File: src/rtl/spi_cmd_pkg.sv
// Shared constants and types for the serial command front end.
// Assumes a fixed frame length chosen once per build.
package spi_cmd_pkg;
    localparam int unsigned FRAME_BITS = 24;

    // Raw serial pins as seen at the block edge.
    typedef struct packed {
        logic csn;
        logic sclk;
        logic di;
    } spi_pins_t;

    // Synchronised events presented to the frame and status logic.
    typedef struct packed {
        logic csn_fall;
        logic csn_rise;
        logic sclk_rise;
        logic sclk_fall;
        logic di;
        logic csn_low;
    } spi_evt_t;
endpackage

File: src/rtl/spi_pin_sync.sv
// Brings the three serial pins into the system clock and detects edges.
// Assumes STAGES >= 2 and pins slower than the system clock.
// Clock edges are reported only while chip-select is low.
module spi_pin_sync
    import spi_cmd_pkg::*;
#(
    parameter int unsigned STAGES = 2
) (
    input  logic      clk,
    input  logic      rst_n,
    input  spi_pins_t pins_i,
    output spi_evt_t  evt_o
);
    localparam int unsigned LAST = STAGES - 1;

    logic [STAGES-1:0] csn_r, sclk_r, di_r;
    logic              csn_d, sclk_d;
    logic              csn_now, sclk_now;

    // Synchroniser chains plus one delay stage for edge detection.
    always_ff @(posedge clk) begin
        if (!rst_n) begin
            csn_r  <= '1;
            sclk_r <= '0;
            di_r   <= '0;
            csn_d  <= 1'b1;
            sclk_d <= 1'b0;
        end else begin
            csn_r  <= {csn_r[STAGES-2:0], pins_i.csn};
            sclk_r <= {sclk_r[STAGES-2:0], pins_i.sclk};
            di_r   <= {di_r[STAGES-2:0], pins_i.di};
            csn_d  <= csn_r[LAST];
            sclk_d <= sclk_r[LAST];
        end
    end

    assign csn_now  = csn_r[LAST];
    assign sclk_now = sclk_r[LAST];

    // Edge decode from the synchronised levels.
    always_comb begin
        evt_o.csn_fall  = csn_d & ~csn_now;
        evt_o.csn_rise  = ~csn_d & csn_now;
        evt_o.sclk_rise = ~sclk_d & sclk_now & ~csn_now;
        evt_o.sclk_fall = sclk_d & ~sclk_now & ~csn_now;
        evt_o.di        = di_r[LAST];
        evt_o.csn_low   = ~csn_now;
    end
endmodule

File: src/rtl/spi_frame_rx.sv
// Shifts in the serial word LSB first and counts clocks in each frame.
// The counter saturates one above W so an overlong frame cannot wrap to W.
// At the end of a frame, done_o pulses for one cycle and ok_o reports the count check.
module spi_frame_rx
    import spi_cmd_pkg::*;
#(
    parameter int unsigned W = FRAME_BITS
) (
    input  logic         clk,
    input  logic         rst_n,
    input  spi_evt_t     evt_i,
    output logic [W-1:0] word_o,
    output logic         done_o,
    output logic         ok_o
);
    localparam int unsigned CW = $clog2(W + 2);
    localparam logic [CW-1:0] SAT  = CW'(W + 1);
    localparam logic [CW-1:0] GOOD = CW'(W);

    logic [CW-1:0] cnt_q;

    // Shift register, saturating bit counter and end-of-frame report.
    always_ff @(posedge clk) begin
        if (!rst_n) begin
            word_o <= '0;
            cnt_q  <= '0;
            done_o <= 1'b0;
            ok_o   <= 1'b0;
        end else begin
            done_o <= 1'b0;
            if (evt_i.csn_fall) begin
                cnt_q <= '0;
            end else if (evt_i.sclk_rise) begin
                word_o <= {evt_i.di, word_o[W-1:1]};
                if (cnt_q != SAT) cnt_q <= cnt_q + 1'b1;
            end
            if (evt_i.csn_rise) begin
                done_o <= 1'b1;
                ok_o   <= (cnt_q == GOOD);
            end
        end
    end
endmodule

File: src/rtl/spi_status_tx.sv
// Drives the serial output: the summary bit from chip-select fall, then the
// chosen status word loaded on the first rising clock and shifted on falls.
// The summary bit is 1 when no status input bit is set.
module spi_status_tx
    import spi_cmd_pkg::*;
#(
    parameter int unsigned W = FRAME_BITS
) (
    input  logic         clk,
    input  logic         rst_n,
    input  spi_evt_t     evt_i,
    input  logic [W-3:0] stat0_i,
    input  logic [W-3:0] stat1_i,
    output logic         do_o,
    output logic         oe_o
);
    logic [W-1:0] tx_q;
    logic         loaded_q;
    logic         oe_q;
    logic         summary;
    logic [W-1:0] word0, word1;

    // Summary bit and the two candidate output words.
    always_comb begin
        summary = ~(|{stat0_i, stat1_i});
        word0   = {1'b1, stat0_i, summary};
        word1   = {1'b1, stat1_i, summary};
    end

    // Output shifter, first-clock load flag and enable register.
    always_ff @(posedge clk) begin
        if (!rst_n) begin
            tx_q     <= '0;
            loaded_q <= 1'b0;
            oe_q     <= 1'b0;
        end else begin
            oe_q <= evt_i.csn_low;
            if (evt_i.csn_fall) begin
                tx_q     <= {{(W-1){1'b0}}, summary};
                loaded_q <= 1'b0;
            end else if (evt_i.sclk_rise && !loaded_q) begin
                tx_q     <= evt_i.di ? word1 : word0;
                loaded_q <= 1'b1;
            end else if (evt_i.sclk_fall && loaded_q) begin
                tx_q <= {1'b0, tx_q[W-1:1]};
            end
        end
    end

    assign oe_o = oe_q;
    assign do_o = oe_q & tx_q[0];
endmodule

File: src/rtl/spi_cmd_frontend.sv
// Top of the serial command front end. It joins the pin synchroniser, the
// frame receiver and the status transmitter, and owns the two control
// registers, standby state and strobes. Bit 0 of the word selects the
// register, bit W-2 requests a status clear, and bit W-1 clear means standby.
module spi_cmd_frontend
    import spi_cmd_pkg::*;
#(
    parameter int unsigned W           = FRAME_BITS,
    parameter int unsigned SYNC_STAGES = 2
) (
    input  logic         clk,
    input  logic         rst_n,
    input  logic         csn_i,
    input  logic         sclk_i,
    input  logic         di_i,
    input  logic [W-3:0] stat0_i,
    input  logic [W-3:0] stat1_i,
    output logic         do_o,
    output logic         do_oe_o,
    output logic [W-1:0] ctrl0_o,
    output logic [W-1:0] ctrl1_o,
    output logic [1:0]   wr_stb_o,
    output logic         clr_stb_o,
    output logic         standby_o
);
    localparam int unsigned SEL_BIT = 0;
    localparam int unsigned CLR_BIT = W - 2;
    localparam int unsigned RUN_BIT = W - 1;
    localparam int unsigned NREG    = 2;

    spi_pins_t    pins;
    spi_evt_t     evt;
    logic [W-1:0] word;
    logic         done, ok, accept, run;
    logic [W-1:0] ctrl_q [NREG];

    assign pins = '{csn: csn_i, sclk: sclk_i, di: di_i};

    spi_pin_sync #(.STAGES(SYNC_STAGES)) u_sync (
        .clk    (clk),
        .rst_n  (rst_n),
        .pins_i (pins),
        .evt_o  (evt)
    );

    spi_frame_rx #(.W(W)) u_rx (
        .clk    (clk),
        .rst_n  (rst_n),
        .evt_i  (evt),
        .word_o (word),
        .done_o (done),
        .ok_o   (ok)
    );

    spi_status_tx #(.W(W)) u_tx (
        .clk     (clk),
        .rst_n   (rst_n),
        .evt_i   (evt),
        .stat0_i (stat0_i),
        .stat1_i (stat1_i),
        .do_o    (do_o),
        .oe_o    (do_oe_o)
    );

    assign accept = done & ok;
    assign run    = word[RUN_BIT];

    // One control register per select value; standby wipes both.
    for (genvar g = 0; g < NREG; g++) begin : g_reg
        always_ff @(posedge clk) begin
            if (!rst_n) begin
                ctrl_q[g] <= '0;
            end else if (accept && !run) begin
                ctrl_q[g] <= '0;
            end else if (accept && (word[SEL_BIT] == 1'(g))) begin
                ctrl_q[g] <= word;
            end
        end
    end

    // Standby state and the single-cycle strobes.
    always_ff @(posedge clk) begin
        if (!rst_n) begin
            standby_o <= 1'b1;
            wr_stb_o  <= '0;
            clr_stb_o <= 1'b0;
        end else begin
            wr_stb_o  <= '0;
            clr_stb_o <= 1'b0;
            if (accept) begin
                clr_stb_o <= word[CLR_BIT];
                standby_o <= ~run;
                if (run) wr_stb_o <= word[SEL_BIT] ? 2'b10 : 2'b01;
            end
        end
    end

    assign ctrl0_o = ctrl_q[0];
    assign ctrl1_o = ctrl_q[1];
endmodule

File: config.mk
export PLATFORM = sky130hd
export DESIGN_NAME = spi_cmd_frontend
export DESIGN_NICKNAME = d
export VERILOG_FILES = /design/src/rtl/spi_cmd_pkg.sv /design/src/rtl/spi_pin_sync.sv /design/src/rtl/spi_frame_rx.sv /design/src/rtl/spi_status_tx.sv /design/src/rtl/spi_cmd_frontend.sv
export SDC_FILE = /design/constraint.sdc
export NUM_CORES = 1
export LEC_CHECK = 0
export BUFFER_PORTS_ARGS = -buffer_cell sky130_fd_sc_hd__buf_2
export CAP_MARGIN = 10
export CORE_ASPECT_RATIO = 1.1
export CORE_MARGIN = 2
export CORE_UTILIZATION = 60
export CTS_BUF_LIST = sky130_fd_sc_hd__clkbuf_2 sky130_fd_sc_hd__clkbuf_4 sky130_fd_sc_hd__clkbuf_8
export DETAILED_ROUTE_END_ITERATION = 8
export GPL_ROUTABILITY_DRIVEN = 0
export MAX_ROUTING_LAYER = met4
export PLACE_DENSITY = 0.87
export SYNTH_ARGS = -nofsm -noshare
export SYNTH_HDL_FRONTEND = slang
export SYNTH_SLANG_ARGS = --single-unit
export TNS_END_PERCENT = 5
File: constraint.sdc
create_clock -name clk -period 7.37 [get_ports clk]
set_clock_uncertainty 0.1 [all_clocks]
set_input_delay 1.1055 -clock clk [delete_from_list [all_inputs] [get_ports clk]]
set_output_delay 1.1055 -clock clk [all_outputs]
set_load 0.01 [all_outputs]
==> out/qor.yml <==
synth:
  netlist_instances: 434
  synth_edf_count: 48
  yosysTopAreaCell: "edfxtp_1"
  ys_warn_count: 0
  synth-seq-cells: 117
  ys.flop_type: "dfxtp_1"
  yosysSeqAreaShare_pct: 59.7
  synth_top_area_share_pct: 30.5
  syn_area_per_cell_um2: 10.9
  async_flop_share_pct: 0
  syn_area_um2: 4730
  synth.area.top_cells: "edfxtp_1 30%, dfxtp_1 29%, and2_1 6.7%"
  yosysUniqueCellTypes: 39
  syn-num-nets: 486
routing:
  drt_pass1_iterations: 5
  wl_um: 9440
  drtIter0Drc: 232
  via_per_inst: 5.47
  drc: 0
  wire_per_inst_um: 14.5
  vias: 3570
  ant_nets: 0
cts:
  cts_tree: "done"
  post_cts_buffers: 0
  clkTransAtPathRegs_ns: 0.07
  numCtsBuffers: 17
  cts_root_buffer: "clkbuf_8"
  cts.sinks: 117
  ctsHoldBuffers: 0
  htree_num_levels: 4
  clk_path_buf_depth: 2
  insertion_delay_ns: 0.42
  ctsResizeCount: 0
worst_setup_path:
  path_class: "in -> reg"
  worstRegToRegCells: 5
  required_ns: 7.55
  cp-start-kind: "primary input"
  cp_max_fo: 41
  end_kind: "flip-flop"
  arrival_ns: 3.05
global_routing:
  grt_pass1_wl_um: 15000
  grtUsageMet2_pct: 35.5
  met3_usage_pct: 6.29
  grt_max_degree: 42
  grtUsageMet1_pct: 28.1
  antenna_found_initial: 0
  grt_pass1_vias: 3338
  grt_overflow: 0
  track_usage_pct: 23.1
  top_usage_layer: "met2"
power_and_ir_drop:
  switching_share_pct: 22.3
  powerDensity_nw_per_um2: 235
  finalPower_mw: 1.35
  p_clk_share_pct: 44.2
  power.switching_mw: 0.301
  ir_drop_mv: 0.151
  p_seq_share_pct: 51.1
  power_leakage_nw: 2.20
  comb_power_share_pct: 4.7
  internal_power_mw: 1.05
die:
  dieArea_um2: 8610
  start_util_pct: 62.6
  coreArea_um2: 7560
  num_rows: 33
  die_w_um: 88.7
  io-pin-count: 103
  die_y_um: 97.1
sta:
  rsz0062_at_grt: "no"
  finalHoldViolations: 0
  fmax_mhz: 348
  fin_crit_sh_pct: 39.0
  setup_viol: 0
  max_slew.worst_pin.slew_ns: 1.14
  period_needed_ns: 2.87
  max_slew_margin_pct: 23.3
  fin_setup_tns_ns: 0
  slew_viol_final: 0
outcome:
  status: "finished, final reports clean"
layout:
  multi_input_area_um2: 1770
  ff_latch_area_um2: 2820
  fillers: 508
  n_antenna_cell: 0
  drive_above_1_share_pct: 30.5
  nets: 587
  syn2layout_area_growth_pct: 21.3
placement:
  port_buffers: 102
  hpwl_um: 6210
run:
  maxCapViolCount: 0
hold_path:
  hp-class: "reg -> reg"
  hold_depth: 1
## worst paths after layout
check / start / endpoint / slack, ns
worst min-delay path: u_sync.csn_r[0] / u_sync.csn_r[1] / 0.32
worst max-delay path: rst_n / ctrl_q[1][20] / 4.50
worst min register to register: u_sync.csn_r[0] / u_sync.csn_r[1] / 0.32
worst max register to register: u_sync.csn_r[1] / u_tx.tx_q[2] / 5.26
## registers in the layout (all words and copies together), names as in the netlist
signal         cells
u_sync.csn_d       1
ctrl_q            48
u_rx.ok_o          1
u_rx.cnt_q         5
clr_stb_o          1
u_rx.done_o        1
u_rx.word_o       24
u_tx.oe_o          1
u_sync.sclk_r      2
standby_o          1
u_tx.tx_q         24
u_sync.csn_r       2
wr_stb_o           2
u_sync.di_r        2
u_sync.sclk_d      1
u_tx.loaded_q      1
## cells in the mapped netlist (all sizes together) (3+ instances only)
master / instances
nand4: 6
ha: 3
buf: 12
nor3: 6
dfxtp: 69
xor2: 3
inv: 7
nand2: 77
mux2: 21
edfxtp: 48
a21boi: 25
and2: 52
clkbuf: 14
a21oi: 24
o21ai: 4
a22oi: 21
nor2b: 3
nor4: 9
nor2: 11
## layout make-up
class,instances,share of cell area [%]
Sequential cell,117,49.2
Clock inverter,15,3.12
Clock buffer,17,4.08
Multi-Input combinational cell,284,30.9
Inverter,7,0.458
Tap cell,105,2.29
Timing Repair Buffer,108,10.0
## per-layer routing
metal / up-vias / part of all wire, %
met1: 1662 / 42
met5: - / 0
met3: 26 / 7.0
li1: 1719 / -
met2: 163 / 49
met4: 0 / 2.5
## power by group through the flow
| stage | combinational, mW | clock [mW] | sequential (mW) |
|---|---|---|---|
| global route | 0.0699 | 0.630 | 0.691 |
| finish | 0.0638 | 0.598 | 0.690 |
| floorplan | 0.0272 | 0 | 0.709 |
| detailed placement | 0.0615 | 0 | 0.705 |
| CTS | 0.0621 | 0.602 | 0.691 |
| global placement | 0.0605 | 0 | 0.704 |
## critical path, cell delays in order
cell     delay [ns]
buf_2          0.47
nand2_1        0.29
nor3_2         0.92
and2_1         0.25
## cells in the final DEF, fill, tap and decap left out, types with 3 or more instances in the layout
cell type / n
mux2_2: 21
bufinv_16: 3
nor3_1: 4
a21boi_0: 10
a21oi_1: 24
nand2_1: 77
inv_6: 3
a21boi_1: 15
xor2_1: 3
clkinvlp_4: 3
nor4_1: 9
ha_1: 3
edfxtp_1: 48
clkinv_4: 3
a22oi_1: 21
nor2_1: 11
and2_1: 51
nor2b_1: 3
buf_2: 102
clkbuf_8: 17
dfxtp_1: 69
nand4_1: 6
buf_4: 3
inv_1: 7
## cell families (layout without fill, tap and decap cells)
family	after synthesis	in the layout	share of synthesized area, %
AND/OR/NAND/NOR	175	175	19.2
flip-flops	117	117	59.7
AO/OA/AOI/OAI	78	78	10.9
buffers and inverters	33	147	3.23
multiplexers	23	23	5.42
XOR/XNOR	4	4	0.741
adder cells (fa/ha/maj)	3	3	0.794
other	1	1	0.0793
## metrics by stage
step	instance area, µm²	hold slack, ns	util [%]	std cells	worst slack (ns)
floorplan	4730	0.286	-	434	4.59
finish	5740	0.320	76.0	653	4.50
detailed placement	5290	0.310	70.0	618	4.12
CTS	5700	0.328	75.4	650	4.54
global placement	5290	0.300	70.0	618	4.23
global route	5740	0.351	76.0	653	4.29
(Power assumes the default switching activity.)
